===== config.mk =====
export PLATFORM = sky130hd
export DESIGN_NAME = uart_irq_bank
export DESIGN_NICKNAME = d
export VERILOG_FILES = /design/src/rtl/uart_irq_bank.sv
export SDC_FILE = /design/constraint.sdc
export NUM_CORES = 1
export LEC_CHECK = 0
export BUFFER_PORTS_ARGS = -buffer_cell sky130_fd_sc_hd__buf_2
export CORE_MARGIN = 8
export CORE_UTILIZATION = 35
export DETAILED_ROUTE_END_ITERATION = 10
export PLACE_DENSITY = 0.9
export SETUP_SLACK_MARGIN = 0.05
export SLEW_MARGIN = 20
export SYNTH_ARGS = -nofsm -noshare
export SYNTH_HDL_FRONTEND = slang
export SYNTH_SLANG_ARGS = --single-unit

===== constraint.sdc =====
create_clock -name clk -period 0.95 [get_ports clk]
set_input_delay 0.0475 -clock clk [delete_from_list [all_inputs] [get_ports clk]]
set_output_delay 0.0475 -clock clk [all_outputs]
set_load 0.05 [all_outputs]

===== src/rtl/uart_irq_bank.sv =====
`timescale 1ns/1ps
module uart_irq_bank #(
  parameter int DATA_W = 32,
  parameter int ADDR_W = 2
) (
  input  logic              clk,
  input  logic              rst_n,
  input  logic [3:0]        evt_set,
  input  logic              wr_en,
  input  logic              rd_en,
  input  logic [ADDR_W-1:0] addr,
  input  logic [DATA_W-1:0] wdata,
  output logic [DATA_W-1:0] rdata,
  output logic              irq_tx_wmark,
  output logic              irq_rx_wmark,
  output logic              irq_tx_empty,
  output logic              irq_rx_ovf
);
  localparam int NSRC = 4;
  localparam logic [ADDR_W-1:0] A_PEND = ADDR_W'(0);
  localparam logic [ADDR_W-1:0] A_MASK = ADDR_W'(1);
  localparam logic [ADDR_W-1:0] A_TEST = ADDR_W'(2);

  logic [NSRC-1:0] pend, mask, clr_bits, tst_bits;
  logic unused_hi;

  assign unused_hi = ^wdata[DATA_W-1:NSRC];
  assign clr_bits  = (wr_en && addr == A_PEND) ? wdata[NSRC-1:0] : '0;
  assign tst_bits  = (wr_en && addr == A_TEST) ? wdata[NSRC-1:0] : '0;

  always_ff @(posedge clk) begin
    if (!rst_n) begin
      pend <= '0;
      mask <= '0;
    end else begin
      pend <= (pend & ~clr_bits) | tst_bits | evt_set;
      if (wr_en && addr == A_MASK) mask <= wdata[NSRC-1:0];
    end
  end

  always_ff @(posedge clk) begin
    if (!rst_n) rdata <= '0;
    else if (rd_en) begin
      case (addr)
        A_PEND:  rdata <= DATA_W'(pend);
        A_MASK:  rdata <= DATA_W'(mask);
        default: rdata <= '0;
      endcase
    end
  end

  assign {irq_rx_ovf, irq_tx_empty, irq_rx_wmark, irq_tx_wmark} = pend & mask;

  AST_EVT_SETS: assert property (@(posedge clk) disable iff (!rst_n)
    (|evt_set) |=> ((pend & $past(evt_set)) == $past(evt_set)));
  AST_W1C_CLEARS: assert property (@(posedge clk) disable iff (!rst_n)
    (wr_en && addr == A_PEND && (wdata[NSRC-1:0] & evt_set) == '0)
    |=> ((pend & $past(wdata[NSRC-1:0])) == '0));
  AST_PEND_HOLDS: assert property (@(posedge clk) disable iff (!rst_n)
    (!wr_en && evt_set == '0) |=> $stable(pend));
  AST_MASK_WRITE: assert property (@(posedge clk) disable iff (!rst_n)
    (wr_en && addr == A_MASK) |=> (mask == $past(wdata[NSRC-1:0])));
  AST_TEST_READS_ZERO: assert property (@(posedge clk) disable iff (!rst_n)
    (rd_en && addr == A_TEST) |=> (rdata == '0));
  AST_RDATA_HOLDS: assert property (@(posedge clk) disable iff (!rst_n)
    (!rd_en && $past(rst_n)) |=> $stable(rdata));
endmodule


Yosys cells after proc, flatten, opt, wreduce, memory -nomap -nowiden
Cells that the tools add are included.
Operators by class
  reductions and logical operators: 4
  bitwise operators: 5
  equality and inequality tests: 2
  muxes and demuxes: 3
Operators with widths (count)
  4-bit AND: 2
  4-bit 2-to-1 mux: 2
  4-bit bitwise OR: 2
  4-bit case mux with 2 select lines: 1
  4-bit NOT: 1
  1-bit logical AND: 3
  2-bit by 1-bit equality test with 1-bit output (second input constant): 1
  2-bit equality test (second input constant): 1
  2-bit zero test: 1
Storage, ports and cells
  output and inout port bits: 36
  word-level logic and storage cells: 17
  flip-flop bits (word level): 40

Depth between registers and ports, before layout
Gate-level depths: netlist of run 1.
  depth after elaboration: 7
  gate-level depth with buffers: 4
  mapped depth without buffers: 3

Worst setup path after synthesis of run 1
OpenSTA, ideal clock, no wires.
  path kind: register to register
  from: register, netlist name rdata[3]
  to: register rdata[3]
  buffers on the path: 0
  cell stages (with the launch flop): 4
  data required time: 891 ps
  arrival time: 950 ps
  slack: -59 ps
  cell sequence: dfxtp_1 > inv_1 > o22ai_1 > and2_1
RTL lines
  end signal: assignment: line 45  | A_PEND: rdata <= DATA_W'(pend);
  end signal: assignment: line 46  | A_MASK: rdata <= DATA_W'(mask);
  end: declaration: line 13  | output logic [DATA_W-1:0] rdata,

Worst setup path after layout of run 1
  from: register mask[2]
  to: output port irq_tx_empty
On the way
  word-level cells in the longest chain between the ends: 1
RTL lines
  start: declaration: line 24  | logic [NSRC-1:0] pend, mask, clr_bits, tst_bits;
  start signal: assignment: line 37  | if (wr_en && addr == A_MASK) mask <= wdata[NSRC-1:0];
  4-bit AND: line 52  | assign {irq_rx_ovf, irq_tx_empty, irq_rx_wmark, irq_tx_wmark} = pend & mask;
  end: declaration: line 16  | output logic irq_tx_empty,
No other way between the ends.

==> run_results.csv, run 1 <==
group,metric,value,unit
outcome,outcome,"complete, no violations",
power_and_ir_drop,vdd.ir_drop.worst,0.733,mV
power_and_ir_drop,internal-power,767,uW
logic_synthesis,yosys.cell_types.count,17,
setup_path,end_kind,"output pin",
power_and_ir_drop,power_frac_seq,43.1,%
cts,tritoncts_buffer_count,3,
logic_synthesis,post-synth-top-count-cell,"sky130_fd_sc_hd__buf_4",
place,globalplace.congestion,0.779,
route,drc_errors,0,
logic_synthesis,synth-xor-area-share,0,%
route,drt-pass1-iter-count,4,
cts,tritoncts,"built",
cts,cts_max_path_buffers,2,
sta,finalSetupViolations,0,
logic_synthesis,synth_area_per_cell,8.65,um^2
floorplan,floorplan.die.height,63.4,um
logic_synthesis,synth_area_leaders,"sky130_fd_sc_hd__dfxtp_1, sky130_fd_sc_hd__buf_4, sky130_fd_sc_hd__mux2i_1, sky130_fd_sc_hd__and2_1, sky130_fd_sc_hd__a21boi_1",
route,routed-via-count,576,
worst_hold_path,hold_path_class,"in2reg",
sta,finalMaxSlewViolations,0,
logic_synthesis,synth-simple-area-share,14.3,%
setup_path,crit_path_max_fanout,3,
layout,finish.instance_area,935,um^2
power_and_ir_drop,power-per-cell-area,1350,mW/mm^2
logic_synthesis,ys.warnings.count,0,
logic_synthesis,synth_cells,91,
global_route,grt_pass1_wl,2610,um
setup_path,critical-path-slowest-cell,"sky130_fd_sc_hd__dfxtp_2",
setup_path,timing.critical_path.cells,"and2_4 > buf_8",
power_and_ir_drop,power.clock.fraction,23.3,%
route,routedWlPerCell,11.3,um
cts,cts.htree.levels,1,
power_and_ir_drop,power_frac_comb,33.7,%
setup_path,cp_slowest_stage_delay,330,ps
logic_synthesis,syn_area,787,um^2
route,ant_nets,0,
floorplan,floorplan.die_area,0.00402,mm^2
power_and_ir_drop,net_switching_component_of_the_power,497,uW
sta,worst_slack,17.3,ps
layout,total_inserted_antenna_cells,0,
global_route,grt_remaining_overflow,0,
place,numPortBuffers,21,
setup_path,worst-endpoint-arrival,890,ps
global_route,grt_max_degree,13,
logic_synthesis,synth_seq_cells,12,
logic_synthesis,synth_top_area_cell,"sky130_fd_sc_hd__dfxtp_1",
sta,final_hold_viol_count,0,
layout,final_layout_size_suffix_gt1_share,39.7,%
power_and_ir_drop,power.total,1.26,mW
place,placed_area,816,um^2
floorplan,num_rows,17,
logic_synthesis,share_of_the_synthesized_area_in_compound_gates_ao_oa_aoi_oai,12.1,%
global_route,first_global_vias,606,
sta,final.setup.tns,0,ps
sta,hold_ws,23.0,ps
place,pre_cts_ws,29.2,ps
logic_synthesis,synth.area.mux_share,10.2,%
cts,insertion_delay,260,ps
logic_synthesis,synth_top_cells_by_count,"sky130_fd_sc_hd__buf_4, sky130_fd_sc_hd__dfxtp_1, sky130_fd_sc_hd__and2_1, sky130_fd_sc_hd__inv_1, sky130_fd_sc_hd__mux2i_1",
global_route,gr-usage-all-layers,7.93,%
layout,finish.net_count,160,
sta,fmax,1.07,GHz
logic_synthesis,synthAdderAreaFrac,0,%
logic_synthesis,seq_area_frac_synth,30.5,%
logic_synthesis,yosys.area.top_type_share,30.5,%
setup_path,critical_path_required,900,ps
route,initialDrtViolationCount,4,
cts,cts_root_buffer,"sky130_fd_sc_hd__clkbuf_4",
power_and_ir_drop,power.leakage,0.490,nW
floorplan,initial_cell_density_of_the_core,36.3,%
place,hpwlAfterDp,1350,um
route,post_drt_via_cell_ratio,4.00,
sta,period_needed,933,ps
cts,numClockSinks,12,
logic_synthesis,synth_ff_type,"sky130_fd_sc_hd__dfxtp_1",
setup_path,timing.critical_path.max_delay_family,"flip-flops",
floorplan,floorplan_core_area,0.00217,mm^2
logic_synthesis,dominant_combinational_cell_family_by_area_after_synthesis,"buffers and inverters",
logic_synthesis,number_of_flops_mapped_to_enable_cells_by_yosys,0,
global_route,antenna_violations_before_repair,0,
setup_path,buffers_inverters_on_critical_path,1,
route,routed_wirelength,1630,um
run,max-cap-violations,0,
power_and_ir_drop,switching_share,39.3,%
sta,finalClockSkew,0.791,ps
setup_path,worstSetupPathType,"reg2out",
floorplan,fp.dieW,63.4,um
floorplan,design.portCount,78,
logic_synthesis,post_synthesis_async_set_or_reset_flop_share,0,%
layout,layout-area-overhead-vs-synth,18.8,%
setup_path,critPathLaunchType,"flop",
sta,period_share,98.2,%
sta,rsz0062_at_grt,"yes",
cts,worst_setup_hold_path_clk_slew,70,ps
-- worst register-to-register path: stages (launching register included) --
cell,delay (ps)
sky130_fd_sc_hd__dfxtp_2,320
sky130_fd_sc_hd__buf_4,120
sky130_fd_sc_hd__mux2i_1,120
sky130_fd_sc_hd__o22ai_1,90
sky130_fd_sc_hd__and2_1,130
-- state kept, by name, summed over array words and instances, names as in the netlist --
name / cells
mask: 4
pend: 4
rdata: 4
-- timing repair --
action                                 4_1_cts  5_1_grt
setup buffers                                3        0
resized for setup                           23        6
hold buffers                                 0        0
setup endpoints to repair                    4       11
endpoints found under the hold margin        0        0
pin swaps                                    1        4
-- final timing paths --
path / start / to / slack, ps / depth (start not counted)
max: mask[2]$_SDFFE_PN0P_ / irq_tx_empty / 20 / 2
min: evt_set[2] / pend[2]$_SDFF_PN0_ / 20 / 3
max reg2reg: mask[1]$_SDFFE_PN0P_ / rdata[1]$_SDFFE_PN0P_ / 70 / 4
min reg2reg: pend[3]$_SDFF_PN0_ / pend[3]$_SDFF_PN0_ / 490 / 2
-- cells in the final DEF, fill, tap and decap left out, drive strengths merged --
| cell type | instances |
|---|---|
| nand2b | 1 |
| o21ai | 4 |
| inv | 8 |
| nor2b | 4 |
| and2 | 8 |
| conb | 28 |
| nand3b | 1 |
| or3b | 1 |
| clkbuf | 7 |
| buf | 21 |
| a21oi | 4 |
| o22ai | 4 |
| mux2i | 8 |
| and3b | 1 |
| dfxtp | 12 |
| a21boi | 4 |
-- routing by layer --
layer | routed length (um) | global-route usage [%] | vias to the layer above
li1 | - | - | 288
met4 | 0 | 0.836 | 0
met2 | 738 | 12.2 | 36
met1 | 680 | 8.19 | 252
met5 | 0 | 0 | -
met3 | 214 | 7.07 | 0
-- through the flow --
| stage | util (%) | std cells |
|---|---|---|
| detailed placement | 37.6 | 138 |
| finish | 43.1 | 144 |
| global route | 43.1 | 144 |
| CTS | 42.3 | 144 |
| global placement | 37.6 | 138 |
| floorplan | - | 118 |
-- power by group through the flow --
stage          Clock, mW  Combinational, mW  Sequential [mW]
6_report           0.294              0.426            0.545
5_1_grt            0.345              0.450            0.548
4_1_cts            0.308              0.417            0.543
3_5_place_dp           0              0.396            0.552
3_3_place_gp           0              0.392            0.551
2_1_floorplan          0              0.419            0.563
-- area by class of cell --
cell class                 count  area, um^2
fill                         229        1230
multi-input combinational     68         403
sequential                    12         255
timing repair buffer          25         189
tap                           28        35.0
inverter                       8        30.0
clock buffer                   3        22.5
-- cell families (layout without fill, tap and decap cells) --
| group | count (synthesis) | after routing |
|---|---|---|
| compound gates | 16 | 16 |
| buf+inv | 38 | 36 |
| other cells | 1 | 28 |
| simple gates | 16 | 16 |
| mux | 8 | 8 |
| flops | 12 | 12 |
Power figures use the tool's default switching activity.
==> inputs of run 2 (changes only) <==
--- a/config.mk
+++ b/config.mk
@@ -6,10 +6,12 @@
 export NUM_CORES = 1
 export LEC_CHECK = 0
 export BUFFER_PORTS_ARGS = -buffer_cell sky130_fd_sc_hd__buf_2
+export CORE_ASPECT_RATIO = 1.5
 export CORE_MARGIN = 8
 export CORE_UTILIZATION = 35
 export DETAILED_ROUTE_END_ITERATION = 10
 export PLACE_DENSITY = 0.9
+export RECOVER_POWER = 100
 export SETUP_SLACK_MARGIN = 0.05
 export SLEW_MARGIN = 20
 export SYNTH_ARGS = -nofsm -noshare
==> constraint.sdc (replaced) <==
create_clock -name clk -period 0.9 [get_ports clk]
set_input_delay 0.045 -clock clk [delete_from_list [all_inputs] [get_ports clk]]
set_output_delay 0.045 -clock clk [all_outputs]
set_load 0.05 [all_outputs]
==> run_results.csv, run 2 (synthesis results as in run 1) <==
group,metric,value,unit
sta,period_needed,944,ps
setup_path,end_kind,"output pin",
layout,final_layout_size_suffix_gt1_share,41.2,%
layout,layout-area-overhead-vs-synth,22.6,%
power_and_ir_drop,power.clock.fraction,29.7,%
sta,finalClockSkew,0.613,ps
power_and_ir_drop,power-per-cell-area,1520,mW/mm^2
worst_hold_path,hold-path-cell-count,3,
route,ant_nets,0,
floorplan,floorplan.die_area,0.00405,mm^2
power_and_ir_drop,net_switching_component_of_the_power,559,uW
global_route,first_global_vias,599,
layout,finish.instance_area,965,um^2
route,drc_errors,0,
route,routed_wirelength,1730,um
layout,combined_area_of_the_multi_input_logic_cells,403,um^2
place,globalplace.congestion,0.690,
global_route,grt_pass1_wl,2500,um
power_and_ir_drop,internal-power,907,uW
cts,tritoncts,"built",
layout,finish.net_count,162,
setup_path,r2r.worst_path.cells,4,
cts,cts_root_buffer,"sky130_fd_sc_hd__clkbuf_4",
route,drt-pass1-iter-count,2,
place,dp.cells,134,
floorplan,fp.dieW,54.7,um
outcome,failing_checks,"setup timing",
setup_path,crit_path_max_fanout,3,
run,max-cap-violations,0,
layout,stdcell_count,142,
cts,numClockSinks,12,
cts,insertion_delay,270,ps
sta,worst_slack,-44.0,ps
floorplan,initial_cell_density_of_the_core,36.1,%
worst_hold_path,timing.hold.worst_endpoint,"pend[2]$_SDFF_PN0_",
global_route,grt_remaining_overflow,0,
setup_path,critPathLaunchType,"flop",
cts,cts_max_path_buffers,2,
floorplan,design.portCount,78,
place,numPortBuffers,21,
sta,finalSetupViolations,4,
worst_hold_path,min-delay-start,"evt_set[2]",
route,routedWlPerCell,12.2,um
layout,most_common_cell_after_layout_fill_and_taps_aside,"sky130_fd_sc_hd__conb_1",
place,hpwlAfterDp,1400,um
sta,final_hold_viol_count,0,
route,initialDrtViolationCount,6,
global_route,antenna_violations_before_repair,0,
power_and_ir_drop,switching_share,38.1,%
setup_path,worst-endpoint-arrival,900,ps
layout,ff_latch_area,255,um^2
power_and_ir_drop,vdd.ir_drop.worst,0.924,mV
global_route,grt_max_degree,13,
power_and_ir_drop,power_frac_comb,31.1,%
floorplan,num_rows,21,
cts,cts.htree.levels,1,
power_and_ir_drop,power.leakage,0.509,nW
route,post_drt_via_cell_ratio,4.23,
sta,fmax,1.06,GHz
outcome,outcome,"finished with violations",
setup_path,critical_path_required,850,ps
worst_hold_path,hold_path_class,"in2reg",
setup_path,setup.reg_to_reg.worst_slack,10,ps
layout,final_cell_mix,"sky130_fd_sc_hd__conb_1, sky130_fd_sc_hd__buf_2, sky130_fd_sc_hd__dfxtp_2",
layout,num-fill-cells,237,
place,placed_area,817,um^2
sta,finalMaxSlewViolations,0,
cts,worst_setup_hold_path_clk_slew,80,ps
layout,total_inserted_antenna_cells,0,
power_and_ir_drop,power_frac_seq,39.2,%
setup_path,worstSetupPathType,"reg2out",
setup_path,reg_to_reg_critical_path_startpoint,"pend[1]$_SDFF_PN0_",
layout,biggestRegsByFlops,"mask: 4 flops, pend: 4 flops, rdata: 4 flops",
floorplan,floorplan.die.height,74.1,um
power_and_ir_drop,power.total,1.47,mW
sta,rsz0062_at_grt,"yes",
cts,tritoncts_buffer_count,3,
setup_path,worst_r2r_endpoint,"rdata[1]$_SDFFE_PN0P_",
floorplan,floorplan_core_area,0.00218,mm^2
global_route,gr-usage-all-layers,8.46,%
route,routed-via-count,600,
sta,period_share,105,%
run 2: layout make-up:
type	instances	area share [%]
inverter	8	3.11
tap	23	2.98
timing repair buffer	27	21.9
sequential	12	26.5
multi-input combinational	68	41.8
clock buffer	4	3.76
run 2: worst max-delay path by stage:
stage | start | end | slack [ps] | cells after the start
after floorplan | rdata[3]$_SDFFE_PN0P_ | rdata[3]$_SDFFE_PN0P_ | 50 | 3
after global placement | addr[1] | pend[2]$_SDFF_PN0_ | 3 | 4
after detailed placement | addr[1] | pend[1]$_SDFF_PN0_ | -20 | 4
after CTS | pend[2]$_SDFF_PN0_ | irq_tx_empty | -50 | 2
after global routing | mask[1]$_SDFFE_PN0P_ | irq_rx_wmark | -80 | 2
final | pend[2]$_SDFF_PN0_ | irq_tx_empty | -40 | 2
run 2: critical path, cell delays in order, from the launching register on:
cell,delay [ps]
sky130_fd_sc_hd__dfxtp_2,330
sky130_fd_sc_hd__and2_4,150
sky130_fd_sc_hd__buf_8,140
run 2: stage by stage:
stage          setup TNS [ps]  setup slack, ps  util, %  hold slack, ps
3_3_place_gp                0             3.04     37.5             282
4_1_cts                  -194            -53.1     43.4            2.55
6_report                 -168            -44.0     44.2            4.46
2_1_floorplan               0             45.5        -             197
5_1_grt                  -394            -81.9     44.2            22.0
3_5_place_dp            -48.0            -16.8     37.5             293
run 2: what timing repair did:
item | 4_1_cts | 5_1_grt
buffers inserted | 3 | 1
pin swaps | 2 | 3
hold buffers | 0 | 0
resized for setup | 28 | 7
setup endpoints to repair | 9 | 12
run 2: metal layers:
| metal | global-route usage [%] | wire length (um) | vias to the layer above |
|---|---|---|---|
| met1 | 9.22 | 641 | 261 |
| li1 | - | - | 297 |
| met3 | 2.60 | 258 | 4 |
| met4 | 4.95 | 31 | 0 |
| met2 | 13.7 | 797 | 38 |
| met5 | 0 | 0 | - |
run 2: power groups by stage:
stage | Combinational (mW) | Sequential (mW) | Clock, mW
6_report | 0.456 | 0.574 | 0.436
5_1_grt | 0.480 | 0.578 | 0.480
4_1_cts | 0.448 | 0.573 | 0.446
3_5_place_dp | 0.423 | 0.582 | 0
3_3_place_gp | 0.417 | 0.581 | 0
2_1_floorplan | 0.442 | 0.594 | 0
==> inputs of run 3 (changes only) <==
--- a/config.mk
+++ b/config.mk
@@ -5,10 +5,13 @@
 export SDC_FILE = /design/constraint.sdc
 export NUM_CORES = 1
 export LEC_CHECK = 0
+export ABC_CLOCK_PERIOD_IN_PS = 900
 export BUFFER_PORTS_ARGS = -buffer_cell sky130_fd_sc_hd__buf_2
+export CELL_PAD_IN_SITES_DETAIL_PLACEMENT = 0
+export CELL_PAD_IN_SITES_GLOBAL_PLACEMENT = 1
 export CORE_ASPECT_RATIO = 1.5
 export CORE_MARGIN = 8
-export CORE_UTILIZATION = 35
+export CORE_UTILIZATION = 23
 export DETAILED_ROUTE_END_ITERATION = 10
 export PLACE_DENSITY = 0.9
 export RECOVER_POWER = 100
==> run_results.csv, run 3 (synthesis results as in run 1) <==
group,metric,value,unit
floorplan,floorplan.die.height,87.6,um
setup_path,worst-endpoint-arrival,870,ps
route,initialDrtViolationCount,2,
global_route,first_global_vias,598,
power_and_ir_drop,power-per-cell-area,1650,mW/mm^2
cts,cts.htree.levels,1,
sta,finalClockSkew,0.394,ps
power_and_ir_drop,power.clock.fraction,36.3,%
route,drc_errors,0,
global_route,grt_pass1_wl,2630,um
global_route,gr-usage-all-layers,6.06,%
sta,period_share,102,%
setup_path,cp_slowest_stage_delay,340,ps
sta,finalSetupViolations,2,
power_and_ir_drop,power.leakage,0.489,nW
setup_path,critPathLaunchType,"flop",
power_and_ir_drop,net_switching_component_of_the_power,556,uW
outcome,failing_checks,"setup timing",
layout,final_cell_mix,"sky130_fd_sc_hd__conb_1, sky130_fd_sc_hd__buf_2, sky130_fd_sc_hd__dfxtp_2",
sta,hold_ws,44.2,ps
floorplan,initial_cell_density_of_the_core,23.5,%
sta,rsz0062_at_grt,"yes",
setup_path,buffers_inverters_on_critical_path,1,
cts,insertion_delay,240,ps
floorplan,floorplan.die_area,0.00559,mm^2
global_route,grt_max_degree,13,
floorplan,design.portCount,78,
outcome,outcome,"finished with violations",
sta,final_hold_viol_count,0,
setup_path,critical_path_required,850,ps
layout,total_inserted_antenna_cells,0,
worst_hold_path,hold_path_class,"in2reg",
floorplan,fp.dieW,63.8,um
layout,layout-area-overhead-vs-synth,22.7,%
route,routed-via-count,566,
place,pre_cts_ws,-13.2,ps
setup_path,worstSetupPathType,"reg2out",
place,numPortBuffers,21,
route,drt-pass1-iter-count,2,
sta,fmax,1.09,GHz
run,max-cap-violations,0,
setup_path,setup.reg_to_reg.worst_slack,70,ps
cts,hold_buffers,0,
power_and_ir_drop,power.total,1.59,mW
route,routed_wirelength,1720,um
layout,biggestRegsByFlops,"mask: 4 flops, pend: 4 flops, rdata: 4 flops",
setup_path,end_kind,"output pin",
power_and_ir_drop,power_frac_seq,36.3,%
power_and_ir_drop,internal-power,1.03,mW
global_route,antenna_violations_before_repair,0,
layout,final_layout_size_suffix_gt1_share,39.1,%
cts,tritoncts_buffer_count,3,
power_and_ir_drop,switching_share,35.0,%
power_and_ir_drop,power_frac_comb,27.4,%
route,post_drt_via_cell_ratio,3.61,
power_and_ir_drop,vdd.ir_drop.worst,0.574,mV
setup_path,crit_path_max_fanout,3,
floorplan,floorplan_core_area,0.00335,mm^2
place,hpwlAfterDp,1460,um
cts,cts_max_path_buffers,2,
global_route,grt_remaining_overflow,0,
sta,final.setup.tns,-17.3,ps
place,globalplace.congestion,0.723,
route,routedWlPerCell,11.0,um
setup_path,timing.critical_path.max_delay_family,"flip-flops",
sta,finalMaxSlewViolations,0,
setup_path,critical-path-slowest-cell,"sky130_fd_sc_hd__dfxtp_2",
setup_path,timing.critical_path.cells,"and2_4 > buf_8",
route,ant_nets,0,
layout,most_common_cell_after_layout_fill_and_taps_aside,"sky130_fd_sc_hd__conb_1",
cts,tritoncts,"built",
cts,numClockSinks,12,
cts,cts_root_buffer,"sky130_fd_sc_hd__clkbuf_8",
sta,period_needed,916,ps
layout,finish.net_count,158,
layout,num-fill-cells,365,
cts,worst_setup_hold_path_clk_slew,50,ps
sta,worst_slack,-15.9,ps
floorplan,num_rows,26,
run 3: changes by cell type in the layout (fill, tap and decap cells not counted), sizes merged:
| cell | change |
|---|---|
| clkbuf | +4 |
| buf | -8 |
run 3: path summary, 6_finish.rpt:
kind | startpoint | cells after the start | endpoint
worst min register to register | pend[2]$_SDFF_PN0_ | 2 | pend[2]$_SDFF_PN0_
worst max-delay path | pend[0]$_SDFF_PN0_ | 2 | irq_tx_wmark
worst min-delay path | evt_set[2] | 3 | pend[2]$_SDFF_PN0_
worst max register to register | pend[0]$_SDFF_PN0_ | 3 | rdata[0]$_SDFFE_PN0P_
run 3: cell type report:
| type | instances | area, um^2 | area share, % |
|---|---|---|---|
| multi-input combinational | 68 | 403 | 41.7 |
| sequential | 12 | 255 | 26.4 |
| timing repair buffer | 23 | 170 | 17.6 |
| clock buffer | 4 | 55.1 | 5.70 |
| tap | 42 | 52.6 | 5.44 |
| inverter | 8 | 30.0 | 3.11 |
run 3: repair_timing:
item | CTS | global route
setup buffers | 1 | 0
gates resized for setup | 28 | 0
pin swaps | 2 | 4
setup endpoints to repair | 8 | 6
run 3: power by group through the flow:
stage / clock [mW] / sequential [mW] / combinational [mW]
after detailed placement: 0 / 0.583 / 0.418
after CTS: 0.590 / 0.578 / 0.436
after floorplan: 0 / 0.594 / 0.442
after global routing: 0.631 / 0.580 / 0.463
after global placement: 0 / 0.581 / 0.414
final: 0.577 / 0.578 / 0.436
run 3: tightest hold or removal path, cell delays in order:
cell	delay (ps)
sky130_fd_sc_hd__buf_2	70
sky130_fd_sc_hd__a21oi_1	30
sky130_fd_sc_hd__a21boi_1	100
run 3: routing by layer:
| metal | GRT usage (%) | share of wire [%] | vias to the layer above |
|---|---|---|---|
| met5 | 0 | 0 | - |
| met4 | 3.67 | 2.1 | 0 |
| met3 | 2.82 | 8.8 | 5 |
| met2 | 9.54 | 45 | 37 |
| met1 | 6.48 | 44 | 240 |
| li1 | - | - | 284 |
run 3: through the flow:
step / utilization, % / instance area, um^2 / instances
floorplan: - / 893 / 118
global placement: 24.9 / 833 / 152
detailed placement: 24.9 / 833 / 152
CTS: 28.8 / 966 / 157
global route: 28.8 / 966 / 157
finish: 28.8 / 966 / 157
